[src/rtl/mdio_pkg.sv]
package mdio_pkg;
  localparam int TAIL_BITS = 32;  // start, op, addresses, turnaround, data
  localparam int TA_BITS   = 18;  // bits released during a read
  localparam int DATA_BITS = 16;

  typedef struct packed {
    logic       wr;
    logic [4:0] phy;
    logic [4:0] regad;
  } mdio_cmd_t;

  function automatic mdio_cmd_t decode_cmd(input logic [15:0] w);
    mdio_cmd_t c;
    c.wr    = w[13];
    c.phy   = w[12:8];
    c.regad = w[4:0];
    return c;
  endfunction
endpackage

[src/rtl/mdio_clk_gen.sv]
module mdio_clk_gen #(
  parameter int HALF_DIV = 2
) (
  input  logic clk,
  input  logic rst,
  input  logic run,
  output logic mdc,
  output logic rise_tick,
  output logic fall_tick
);
  localparam int CW = (HALF_DIV > 1) ? $clog2(HALF_DIV) : 1;
  localparam logic [CW-1:0] LAST = CW'(HALF_DIV - 1);

  logic [CW-1:0] cnt;

  always_ff @(posedge clk) begin
    if (rst || !run) begin
      cnt <= '0;
      mdc <= 1'b0;
    end else if (cnt == LAST) begin
      cnt <= '0;
      mdc <= ~mdc;
    end else begin
      cnt <= cnt + 1'b1;
    end
  end

  assign rise_tick = run && (cnt == LAST) && !mdc;
  assign fall_tick = run && (cnt == LAST) && mdc;
endmodule

[src/rtl/mdio_frame_seq.sv]
module mdio_frame_seq
  import mdio_pkg::*;
#(
  parameter int PREAMBLE = 32
) (
  input  logic        clk,
  input  logic        rst,
  input  logic        start,
  input  mdio_cmd_t   cmd,
  input  logic [15:0] wdata,
  input  logic        rise_tick,
  input  logic        fall_tick,
  input  logic        mdio_i,
  output logic        busy,
  output logic        mdio_o,
  output logic        mdio_oe,
  output logic        done,
  output logic [15:0] rd_data
);
  localparam int NBITS = PREAMBLE + TAIL_BITS;
  localparam int IW    = $clog2(NBITS) + 1;
  localparam logic [IW-1:0] LAST_IDX = IW'(NBITS - 1);
  localparam logic [IW-1:0] REL_IDX  = IW'(NBITS - TA_BITS);
  localparam logic [IW-1:0] CAP_IDX  = IW'(NBITS - DATA_BITS);

  logic [NBITS-1:0] shreg;
  logic [IW-1:0]    idx;
  logic [IW-1:0]    idx_nx;
  logic             is_rd;
  logic [15:0]      capt;
  logic [NBITS-1:0] frame;

  always_comb begin
    frame = {{PREAMBLE{1'b1}}, 2'b01,
             cmd.wr ? 2'b01 : 2'b10,
             cmd.phy, cmd.regad,
             cmd.wr ? 2'b10 : 2'b11,
             cmd.wr ? wdata : 16'hFFFF};
  end

  assign idx_nx = idx + 1'b1;

  always_ff @(posedge clk) begin
    if (rst) begin
      busy    <= 1'b0;
      shreg   <= '0;
      idx     <= '0;
      is_rd   <= 1'b0;
      mdio_oe <= 1'b0;
      capt    <= '0;
    end else begin
      if (start && !busy) begin
        busy    <= 1'b1;
        shreg   <= frame;
        idx     <= '0;
        is_rd   <= !cmd.wr;
        mdio_oe <= 1'b1;
      end else if (busy && fall_tick) begin
        if (idx == LAST_IDX) begin
          busy    <= 1'b0;
          mdio_oe <= 1'b0;
        end else begin
          idx     <= idx_nx;
          shreg   <= {shreg[NBITS-2:0], 1'b1};
          mdio_oe <= !(is_rd && (idx_nx >= REL_IDX));
        end
      end
      if (busy && rise_tick && (idx >= CAP_IDX))
        capt <= {capt[14:0], mdio_i};
    end
  end

  assign mdio_o  = shreg[NBITS-1];
  assign done    = busy && fall_tick && (idx == LAST_IDX) && is_rd;
  assign rd_data = capt;
endmodule

[src/rtl/mdio_cmd_engine.sv]
module mdio_cmd_engine
  import mdio_pkg::*;
#(
  parameter int HALF_DIV = 2,
  parameter int PREAMBLE = 32
) (
  input  logic        clk,
  input  logic        rst,
  input  logic        reg_wr,
  input  logic        reg_sel,
  input  logic [15:0] reg_wdata,
  output logic [15:0] reg_rdata,
  output logic        mdc,
  output logic        mdio_o,
  output logic        mdio_oe,
  input  logic        mdio_i
);
  mdio_cmd_t   ctrl_q;
  logic [15:0] data_q;
  logic        busy;
  logic        start;
  logic        rise_tick;
  logic        fall_tick;
  logic        done;
  logic [15:0] rd_data;

  assign start = reg_wr && !reg_sel && !busy;

  always_ff @(posedge clk) begin
    if (rst) begin
      ctrl_q <= '0;
      data_q <= '0;
    end else begin
      if (start) ctrl_q <= decode_cmd(reg_wdata);
      if (reg_wr && reg_sel) data_q <= reg_wdata;
      if (done) data_q <= rd_data;
    end
  end

  assign reg_rdata = reg_sel ? data_q
                             : {!busy, 1'b0, ctrl_q.wr, ctrl_q.phy, 3'b000, ctrl_q.regad};

  mdio_clk_gen #(.HALF_DIV(HALF_DIV)) u_clk (
    .clk(clk), .rst(rst), .run(busy),
    .mdc(mdc), .rise_tick(rise_tick), .fall_tick(fall_tick)
  );

  mdio_frame_seq #(.PREAMBLE(PREAMBLE)) u_seq (
    .clk(clk), .rst(rst), .start(start),
    .cmd(decode_cmd(reg_wdata)), .wdata(data_q),
    .rise_tick(rise_tick), .fall_tick(fall_tick), .mdio_i(mdio_i),
    .busy(busy), .mdio_o(mdio_o), .mdio_oe(mdio_oe),
    .done(done), .rd_data(rd_data)
  );
endmodule

[config.mk]
export PLATFORM = sky130hd
export DESIGN_NAME = mdio_cmd_engine
export DESIGN_NICKNAME = d
export VERILOG_FILES = /design/src/rtl/mdio_pkg.sv /design/src/rtl/mdio_clk_gen.sv /design/src/rtl/mdio_frame_seq.sv /design/src/rtl/mdio_cmd_engine.sv
export SDC_FILE = /design/constraint.sdc
export NUM_CORES = 1
export LEC_CHECK = 0
export ABC_AREA = 1
export BUFFER_PORTS_ARGS = -buffer_cell sky130_fd_sc_hd__buf_4
export CAP_MARGIN = 20
export CORE_MARGIN = 3
export CORE_UTILIZATION = 30
export DETAILED_ROUTE_END_ITERATION = 16
export SLEW_MARGIN = 25
export SYNTH_ARGS = -nofsm -noshare
export SYNTH_HDL_FRONTEND = slang
export SYNTH_SLANG_ARGS = --single-unit
export TNS_END_PERCENT = 50
[constraint.sdc]
create_clock -name clk -period 3.1 [get_ports clk]
set_input_delay 0.31 -clock clk [delete_from_list [all_inputs] [get_ports clk]]
set_output_delay 0.31 -clock clk [all_outputs]
set_load 0.01 [all_outputs]
After elaboration in Yosys (flattened, before gate mapping)
Cells that the tools add are included.

cells by class
  magnitude comparators = 2
  bitwise logic cells = 2
  equal/unequal tests = 2
  add/subtract/negate cells = 2
  reductions and logical operators = 27
  multiplexer cells = 15

operators by type and width
  operator               count
  $mux W64               3
  $mux W16               4
  $ge A7 B6 Y1 const B   2
  $logic_and A1 B1 Y1    13
  $add A7 B1 Y7 const B  1
  $eq A7 B6 Y1 const B   1
  $mux W1                7
  $reduce_and A2 Y1      3
  $reduce_bool A2 Y1     3
  $logic_not A1 Y1       5
  $reduce_or A2 Y1       2
  $mux W2                1
  $ne A2 B1 Y1 const B   1
  $not A1 Y1             2
  $add A1 B1 Y1 const B  1
  $logic_or A1 B1 Y1     1

storage, ports and cells
  output and inout bits = 19
  input bits = 21
  flip-flop bits (word level) = 119
  logic and storage cells = 63

Longest topological paths before layout
Gate-level depths: netlist of the first run.

  depth after elaboration = 7
  mapped depth = 11
  mapped depth without buffers = 11

Cells and area by module
A second synthesis of the first run with hierarchy kept.

unflattened totals
  cell total of the unflattened synthesis = 706
  area total of the unflattened synthesis = 4999.8 µm²

by module, submodules not included
  module           area each (µm²)  cells each  times used
  mdio_frame_seq   3489.6           461         1
  mdio_cmd_engine  1430.1           233         1
  mdio_clk_gen     80.1             12          1

Worst setup path before layout of the first run
No wires, ideal clock.

  path type = reg2reg
  from = reg u_seq.idx[0]
  to = reg u_seq.shreg[35]
  setup time = 119 ps
  path buffers = 1
  arrival time = 1490 ps
  slack = 1491 ps
  period minus slack after synthesis = 1609 ps
  stages on the path, launching flop included = 9
  required time = 2981 ps
  cell sequence = dfxtp_1 > ha_1 > nand3_2 > nor2_4 > nand2_2 > nand2_4 > nand2_4 > buf_2 > o221a_2

between the ends
  cells in the longest elaborated chain, start to end = 3

ends and longest elaborated chain
  what                         RTL line              source
  start, declared              mdio_frame_seq.sv:27  logic [IW-1:0] idx;
  start signal, assigned       mdio_frame_seq.sv:63  idx <= idx_nx;
  $eq A7 B6 Y1                 mdio_frame_seq.sv:59  if (idx == LAST_IDX) begin
  $ne A2 B1 Y1 (no line)       --
  $reduce_and A2 Y1 (no line)  --
  end signal, assigned         mdio_frame_seq.sv:54  shreg <= frame;
  end signal, assigned         mdio_frame_seq.sv:64  shreg <= {shreg[NBITS-2:0], 1'b1};
  end, declared                mdio_frame_seq.sv:26  logic [NBITS-1:0] shreg;

Every way passes these cells.
A chain may end at the register's enable or synchronous reset.

Final worst setup path of the first run
  from = reg u_seq.idx[0]
  to = reg u_seq.shreg[9]

Same word-level chain as after synthesis.

==> metrics.md, run 1 <==
| Metric | Value |
|---|---|
| Worst vdd ir | 0.527 mV |
| Via Count | 3982 |
| Fin cells | 820 |
| Num Clock Sinks | 119 |
| P_leak | 2.23 nW |
| Clk slew on worst S/H paths | 60 ps |
| Achievable Freq | 417 MHz |
| Crit path capture type | flip-flop |
| Core Rows | 45 |
| Final setup viols | 0 |
| Initial antenna violation count | 0 |
| CP arrival | 2720 ps |
| IO Port Bufs | 39 |
| Yosys cell types | 31 |
| Syn Nets | 599 |
| Final period utilization | 0.773 |
| Reg2reg end | u_seq.shreg[9] |
| Post-synth EDFFs | 0 |
| Fin Hold WS | 172 ps |
| Syn Area/Cell | 8.25 um2 |
| DRT antenna net count | 0 |
| Final hold violations | 0 |
| # resized after CTS | 0 |
| Die height | 132 um |
| Rel. slew slack | 0.353 |
| Final wirelength | 11000 um |
| Die boundary width | 132 um |
| Routed len/inst | 13.4 um |
| Largest net degree at the start of global routing | 44 |
| Fin. max-slew vios | 0 |
| Crit path launch type | flip-flop |
| Initial Util | 0.310 |
| Layout Nets | 622 |
| Ant. Diodes | 0 |
| Post-cts hold buffer count | 0 |
| CTS Buf Count | 17 |
| Reg2Reg Depth | 9 |
| Ys flop type | dfxtp_1 |
| WHS Path Cells | 3 |
| Pwr Density | 660 nW/um2 |
| Wire length on met2 | 5140 um |
| Die ar. | 17400 um2 |
| Worst slew pin tran | 969 ps |
| Share of async-settable or async-resettable flops after synthesis | 0 |
| First-pass GRT wire length | 18500 um |
| Filler Cells Inserted | 1582 |
| HP Class | primary input to flip-flop |
| Clk_skew | 8.44 ps |
| Grt total ovfl | 0 |
| Reg2reg start | u_seq.idx[0] |
| Root buffer cell | clkbuf_16 |
| Met1 wire length | 5180 um |
| Flop2flop setup slack | 700 ps |
| CP required | 3430 ps |
| CTS tree | yes |
| Min-Delay Startpoint | reg_wdata[0] |
| Top layer in use | met4 |
| Drc violations | 0 |
| Yosys Warn Count | 0 |
| RSZ-0062 raised after global routing | no |
| WHS Endpoint | ctrl_q[0] |
| Core box area | 15300 um2 |
| Total track usage | 0.128 |
| Clock buffer depth | 2 |
| Synth-to-layout area growth | 20.4% |
| Max-cap violations | 0 |
| Flops & latches, synth | 119 |
| Half-perimeter wire length after placement | 6990 um |
| Vias per cell | 4.86 |
| DR WL met3 | 549 um |
| Insertion delay to the later sink of the worst-skew pair | 410 ps |
| Status | finished clean |
| GP Congestion | 0.802 |
| Post CTS Setup Buffer Count | 0 |
| Starting DRT DRC Count | 366 |
| Cells after synthesis | 575 |
| Kind of critical path | flip-flop to flip-flop |
| IO Pins | 40 |
| # placed instances | 790 |
| Seq/Total Area, Yosys | 0.502 |
| Setup TNS | 0 ps |
| Post-Synthesis Cell Area | 4740 um2 |
| Detailed Routing Iterations Pass 1 | 5 |
| H-tree depth | 4 |
| Vias in the first global route | 3788 |
| Max Fanout on Critical Path | 42 |
| Period minus WS final | 2400 ps |
| Layout cell share with drive strength beyond 1 | 0.195 |
-- state kept, by name, indices dropped and copies added (netlist names) --
name,count
u_seq.rd_data,16
u_clk.cnt,1
u_seq.shreg,64
u_clk.mdc,1
ctrl_q,11
u_seq.busy,1
u_seq.idx,7
u_seq.is_rd,1
data_q,16
u_seq.mdio_oe,1
-- worst max-delay path by stage --
stage | start | to | slack [ps] | cells after the start
5_1_grt | u_seq.idx[0] | u_seq.shreg[27] | 460 | 9
3_3_place_gp | u_seq.idx[0] | u_seq.shreg[18] | 880 | 10
3_5_place_dp | u_seq.idx[0] | u_seq.shreg[27] | 740 | 9
6_report | u_seq.idx[0] | u_seq.shreg[9] | 700 | 9
2_1_floorplan | u_seq.idx[0] | u_seq.shreg[35] | 1490 | 8
4_1_cts | u_seq.idx[0] | u_seq.shreg[27] | 710 | 9
-- cell type report --
cell class / count / area [um2] / share of cell area
well taps: 211 / 264 / 0.0462
repair buffers: 43 / 323 / 0.0565
clock buffers: 18 / 439 / 0.0769
inverters: 54 / 208 / 0.0364
multi-input cells: 363 / 1970 / 0.344
clock inverters: 12 / 129 / 0.0226
flip-flops and latches: 119 / 2380 / 0.417
-- cells by family (layout without fill, tap and decap cells) --
| logic type | count (synthesis) | in the layout | synth area share |
|---|---|---|---|
| xor+xnor | 2 | 2 | 0.00369 |
| flops | 119 | 119 | 0.502 |
| simple gates | 172 | 172 | 0.150 |
| buf+inv | 93 | 127 | 0.0831 |
| compound gates | 186 | 186 | 0.253 |
| fa+ha+maj | 3 | 3 | 0.00791 |
-- cell usage after synthesis, drive strengths merged, types with 2 or more instances --
cell / instances / area (um2)
nand2: 152 / 591
dfxtp: 119 / 2380
o21ai: 70 / 350
inv: 53 / 199
a21oi: 41 / 205
o221a: 34 / 383
a31oi: 28 / 175
clkbuf: 20 / 75.1
buf: 19 / 111
nor2: 11 / 51.3
o22ai: 11 / 68.8
nand3: 5 / 35.0
ha: 3 / 37.5
nand4: 2 / 12.5
-- through the flow --
step	setup slack [ps]	power (mW)	area (um2)	utilization
after floorplan	1490	1.83	4740	-
after global placement	883	1.91	5140	0.336
final	703	3.77	5710	0.373
after detailed placement	744	1.91	5140	0.336
after CTS	706	3.80	5710	0.373
after global routing	460	3.91	5710	0.373
-- cell usage in the layout, fill, tap and decap left out, types with 2 or more instances in the layout --
| cell | instances |
|---|---|
| nand3_1 | 3 |
| a31oi_1 | 28 |
| clkinvlp_4 | 3 |
| clkbuf_16 | 17 |
| ha_1 | 3 |
| nand2_1 | 148 |
| nor2_1 | 9 |
| clkinv_4 | 2 |
| inv_2 | 2 |
| nand3_2 | 2 |
| o221a_2 | 34 |
| inv_1 | 51 |
| clkinv_2 | 4 |
| nand2_2 | 2 |
| nand2_4 | 2 |
| dfxtp_1 | 119 |
| o22ai_1 | 11 |
| a21oi_1 | 41 |
| buf_4 | 43 |
| o21ai_1 | 6 |
| inv_6 | 2 |
| nand4_1 | 2 |
| o21ai_0 | 64 |
| bufinv_16 | 2 |
-- metal layers --
metal | vias to the layer above | track usage
li1 | 2011 | -
met4 | 0 | 0.0449
met1 | 1871 | 0.166
met2 | 86 | 0.203
met3 | 14 | 0.0389
met5 | - | 0
-- where the power goes --
group | total (mW) | internal [mW] | switching, mW
Sequential | 1.65 | 1.60 | 0.0425
Clock | 1.89 | 1.19 | 0.697
Combinational | 0.234 | 0.102 | 0.133
Total | 3.77 | 2.90 | 0.872
-- worst max-delay path, cell delays in order, from the launching register on --
cell and delay, ps:
dfxtp_1 420, ha_1 250, nand3_2 130, nor2_4 140, nand2_2 110, nand2_4 370, nand2_4 340, clkinv_4 290
nand2_1 80, a31oi_1 160
Note: power is estimated with default switching activity, not from simulation.
==> run 2: changes to the inputs <==
clock period = 2.14 ns   (was 3.1 ns; I/O delays follow)
==> run 2 against run 1 <==
  * Wire length is 0.13% higher
  * Flip-flop and latch count stayed put
  * Maximum frequency is 22% higher
  * Via count is 0.80% higher
  * Count of clock-buffer cells in the layout is 1 higher
  * Critical path type unchanged
  * Largest power group unchanged
==> metrics.md, run 2 (same netlist as run 1, synthesis figures left out) <==
| Metric | Value |
|---|---|
| Drc violations | 0 |
| Worst vdd ir | 0.624 mV |
| H-tree depth | 4 |
| CP most frequent cell | nand2_4 |
| Layout Nets | 629 |
| Fin worst setup slack | 173 ps |
| Max reg flops | 64 |
| Worst slew pin tran | 548 ps |
| P_leak | 2.27 nW |
| Vias per cell | 4.84 |
| CTS tree | yes |
| Initial antenna violation count | 0 |
| Most common cell after layout, fill and taps aside | nand2_1 |
| DRT antenna net count | 0 |
| DR WL met3 | 476 um |
| Max-cap violations | 0 |
| CP required | 2430 ps |
| Synth-to-layout area growth | 22.4% |
| Period minus WS final | 1970 ps |
| Root buffer cell | clkbuf_16 |
| Grt total ovfl | 0 |
| Die ar. | 17400 um2 |
| HP Class | primary input to flip-flop |
| Met1 wire length | 5320 um |
| Final period utilization | 0.919 |
| Pwr Density | 959 nW/um2 |
| Crit path launch type | flip-flop |
| IO Pins | 40 |
| Clk slew on worst S/H paths | 50 ps |
| Crit-path slowest cell | dfxtp_1 |
| Rel. slew slack | 0.634 |
| Commonest cells after routing, fill and taps aside | nand2_1, dfxtp_1, o21ai_0 |
| Top Family by Delay on Critical Path | simple AND/OR/NAND/NOR gates |
| Die boundary width | 132 um |
| Total track usage | 0.130 |
| Crit path capture type | flip-flop |
| Power consumption | 5.57 mW |
| Insertion delay to the later sink of the worst-skew pair | 420 ps |
| Detailed Routing Iterations Pass 1 | 5 |
| Cell area after layout | 5810 um2 |
| Starting DRT DRC Count | 283 |
| Achievable Freq | 508 MHz |
| Via Count | 4014 |
| Clk_skew | 5.93 ps |
| Post-cts hold buffer count | 0 |
| IO Port Bufs | 39 |
| Setup TNS | 0 ps |
| Wire length on met2 | 5060 um |
| Vias in the first global route | 3886 |
| Kind of critical path | flip-flop to flip-flop |
| Ant. Diodes | 0 |
| Register bank with the most flops | u_seq.shreg |
| Num Clock Sinks | 119 |
| Core Rows | 45 |
| Top layer in use | met4 |
| # resized after CTS | 0 |
| Final hold violations | 0 |
| Pre-CTS setup slack | 194 ps |
| Routed len/inst | 13.3 um |
| Die height | 132 um |
| RSZ-0062 raised after global routing | no |
| Max Fanout on Critical Path | 36 |
| Final wirelength | 11000 um |
| DP Area | 5210 um2 |
| Half-perimeter wire length after placement | 7230 um |
| Initial Util | 0.310 |
| CP cell instances | ha_1 -> nand3_2 -> nor2_4 -> nand2_2 -> nand2_4 -> nand2_4 -> clkinv_4 -> a21oi_1 -> nor2_1 |
| Layout cell share with drive strength beyond 1 | 0.207 |
| First-pass GRT wire length | 18600 um |
| Worst path bufs/invs | 1 |
| Crit-path max cell delay | 360 ps |
| Clock buffer depth | 2 |
| CP arrival | 2250 ps |
| GP Congestion | 0.763 |
| Largest net degree at the start of global routing | 40 |
| CTS Buf Count | 17 |
| Status | finished clean |
| Core box area | 15300 um2 |
| Final setup viols | 0 |
| Post CTS Setup Buffer Count | 0 |
| Fin. max-slew vios | 0 |
run 2: cell count changes in the layout (fill, tap and decap cells not counted):
cell        previous run  this run
clkinv_2               4         1
clkinv_4               2         3
clkinvlp_4             3         5
inv_6                  2         3
clkbuf_8               1         2
buf_12                 0         1
buf_4                 43        49
run 2: report_power, final:
part | switching (mW) | internal [mW]
combinational | 0.193 | 0.153
clock | 1.06 | 1.78
sequential | 0.0629 | 2.32
total | 1.31 | 4.26
run 2: worst register-to-register path, cell delays in order, from the launching register on:
cell and delay [ps]:
dfxtp_1 360, ha_1 260, nand3_2 120, nor2_4 50, nand2_2 110, nand2_4 80
nand2_4 310, clkinv_4 290, a21oi_1 210, nor2_1 50
run 2: cell type report:
class / instances / area (um2)
Clock inverter: 13 / 146
Tap cell: 211 / 264
Clock buffer: 19 / 453
Sequential cell: 119 / 2380
Fill cell: 1609 / 9510
Timing Repair Buffer: 50 / 388
Multi-Input combinational cell: 363 / 1970
Inverter: 54 / 208
run 2: path summary, 6_finish.rpt:
path | startpoint | endpoint | slack (ps) | cells after the start
setup / recovery | u_seq.idx[0] | u_seq.shreg[18] | 170 | 9
setup reg to reg | u_seq.idx[0] | u_seq.shreg[18] | 170 | 9
hold / removal | rst | u_seq.mdio_oe | 20 | 2
hold reg to reg | u_seq.rd_data[4] | data_q[4] | 470 | 2
run 2: through the flow:
| stage | hold WS, ps | std cells | utilization |
|---|---|---|---|
| after floorplan | 353 | 575 | - |
| after global placement | 436 | 797 | 0.340 |
| after detailed placement | 444 | 797 | 0.340 |
| after CTS | 0.0864 | 829 | 0.379 |
| after global routing | 12.1 | 829 | 0.379 |
| final | 17.3 | 829 | 0.379 |
run 2: routing by layer:
metal  GRT usage  up-vias
li1            -     2032
met2       0.205       89
met4      0.0467        0
met1       0.168     1880
met5           0        -
met3      0.0408       13
==> run 3: changes to the inputs <==
GPL_TIMING_DRIVEN = 0   (was not set)
==> run 3 against run 2 <==
  * Sequential share of layout area is 0.39 points lower
  * Flip-flop and latch count stayed put
  * Critical path depth is 1 lower
  * First-iteration DRC count is 1.1% higher
  * Clock power is 3% lower
  * Power is 1.2% lower
  * Core utilization is 0.37 points higher
  * Combinational power is 5% higher
  * Critical path type unchanged
==> metrics.md, run 3 (same netlist as run 1, synthesis figures left out) <==
| Metric | Value |
|---|---|
| Status | finished clean |
| Kind of critical path | flip-flop to flip-flop |
| RSZ-0062 raised after global routing | no |
| Insertion delay to the later sink of the worst-skew pair | 420 ps |
| Core box area | 15300 um2 |
| Total track usage | 0.146 |
| Layout cell share with drive strength beyond 1 | 0.207 |
| CTS Buf Count | 17 |
| Routed len/inst | 14.4 um |
| Fin Hold WS | 74.0 ps |
| H-tree depth | 4 |
| Sw Pwr | 1.30 mW |
| Most common cell after layout, fill and taps aside | nand2_1 |
| Setup TNS | 0 ps |
| CP required | 2440 ps |
| First-pass GRT wire length | 20700 um |
| Reg2Reg Depth | 8 |
| Reg2reg start | u_seq.idx[0] |
| Die boundary width | 132 um |
| P_leak | 2.31 nW |
| Reg power frac | 0.434 |
| Post-cts hold buffer count | 0 |
| Die ar. | 17400 um2 |
| Flop2flop setup slack | 330 ps |
| Final period utilization | 0.846 |
| WHS Endpoint | ctrl_q[0] |
| Max reg flops | 64 |
| IO Pins | 40 |
| Layout Nets | 656 |
| Net Sw Frac | 0.236 |
| Largest net degree at the start of global routing | 17 |
| Worst vdd ir | 0.535 mV |
| Rel. slew slack | 0.629 |
| Num Clock Sinks | 119 |
| Clock buffer depth | 2 |
| Clk_skew | 8.25 ps |
| IO Port Bufs | 38 |
| Commonest cells after routing, fill and taps aside | nand2_1, dfxtp_1, o21ai_0 |
| Grt total ovfl | 0 |
| Initial Util | 0.310 |
| DRT antenna net count | 0 |
| Root buffer cell | clkbuf_16 |
| Post CTS Setup Buffer Count | 0 |
| HP Class | primary input to flip-flop |
| Comb power frac | 0.066 |
| Half-perimeter wire length after placement | 8950 um |
| Pwr Density | 938 nW/um2 |
| CP arrival | 2110 ps |
| Register bank with the most flops | u_seq.shreg |
| Synth-to-layout area growth | 23.6% |
| Crit path capture type | flip-flop |
| CP Launch Point | u_seq.idx[0] |
| GP Congestion | 0.860 |
| Die height | 132 um |
| Starting DRT DRC Count | 286 |
| Max-cap violations | 0 |
| CTS tree | yes |
| # resized after CTS | 0 |
| Ant. Diodes | 0 |
| Drc violations | 0 |
| Worst slew pin tran | 556 ps |
| Final wirelength | 12300 um |
| Via Count | 4142 |
| Detailed Routing Iterations Pass 1 | 5 |
| Max Fanout on Critical Path | 10 |
| Achievable Freq | 553 MHz |
| Int Pwr | 4.21 mW |
| Reg2reg end | u_seq.shreg[37] |
| Clock power frac | 0.500 |
| Core Rows | 45 |
| WHS Path Cells | 3 |
| Fin. max-slew vios | 0 |
| Min-Delay Startpoint | reg_wdata[0] |
| Vias per cell | 4.84 |
| Initial antenna violation count | 0 |
| Final setup viols | 0 |
| Final hold violations | 0 |
| Crit path launch type | flip-flop |
| Period minus WS final | 1810 ps |
| Vias in the first global route | 4195 |
| Clk slew on worst S/H paths | 60 ps |
==> run 3: per-stage QoR <==
step           cell area (um2)  setup WS (ps)  power [mW]  utilization  instances
2_1_floorplan             4740            531        2.65            -        575
4_1_cts                   5860            315        5.54        0.383        855
3_5_place_dp              5290            324        2.79        0.346        824
3_3_place_gp              5290            372        2.78        0.346        824
5_1_grt                   5860            186        5.71        0.383        855
6_report                  5860            331        5.50        0.383        855
==> run 3: worst max-delay path by stage <==
stage                                 end  cells after the start  slack [ps]
after floorplan           u_seq.shreg[35]                      8         530
after global placement    u_seq.shreg[37]                      8         370
after detailed placement  u_seq.shreg[57]                      8         320
after CTS                 u_seq.shreg[41]                      8         310
after global routing            data_q[7]                      8         190
final                     u_seq.shreg[37]                      8         330
==> run 3: area by class of cell <==
| class | instances | area [um2] |
|---|---|---|
| Clock inverter | 13 | 133 |
| Clock buffer | 18 | 439 |
| Tap cell | 211 | 264 |
| Buffer | 39 | 186 |
| Timing Repair Buffer | 38 | 285 |
| Multi-Input combinational cell | 363 | 1970 |
| Sequential cell | 119 | 2380 |
| Fill cell | 1587 | 9450 |
| Inverter | 54 | 208 |
==> run 3: worst max-delay path: stages, from the launching register on <==
cell     delay (ps)
dfxtp_1         420
ha_1            240
nand3_2         130
nor2_4          140
nand2_2         110
nand2_4         120
nand2_4         100
buf_2           200
o221a_2         240
==> run 3: metal layers <==
layer  global-route usage  wire [um]  vias up  share of wire
li1                     -          -     2084              -
met1                0.183       5760     1958           0.47
met2                0.242       5890       82           0.48
met3               0.0359        478       18          0.039
met4               0.0554        195        0          0.016
met5                    0          0        -              0
==> run 3: power by group through the flow <==
stage          Sequential [mW]  Clock, mW  Combinational [mW]
5_1_grt                   2.40       2.90               0.407
2_1_floorplan             2.41          0               0.236
3_5_place_dp              2.43          0               0.364
6_report                  2.39       2.75               0.365
4_1_cts                   2.38       2.79               0.366
3_3_place_gp              2.43          0               0.355
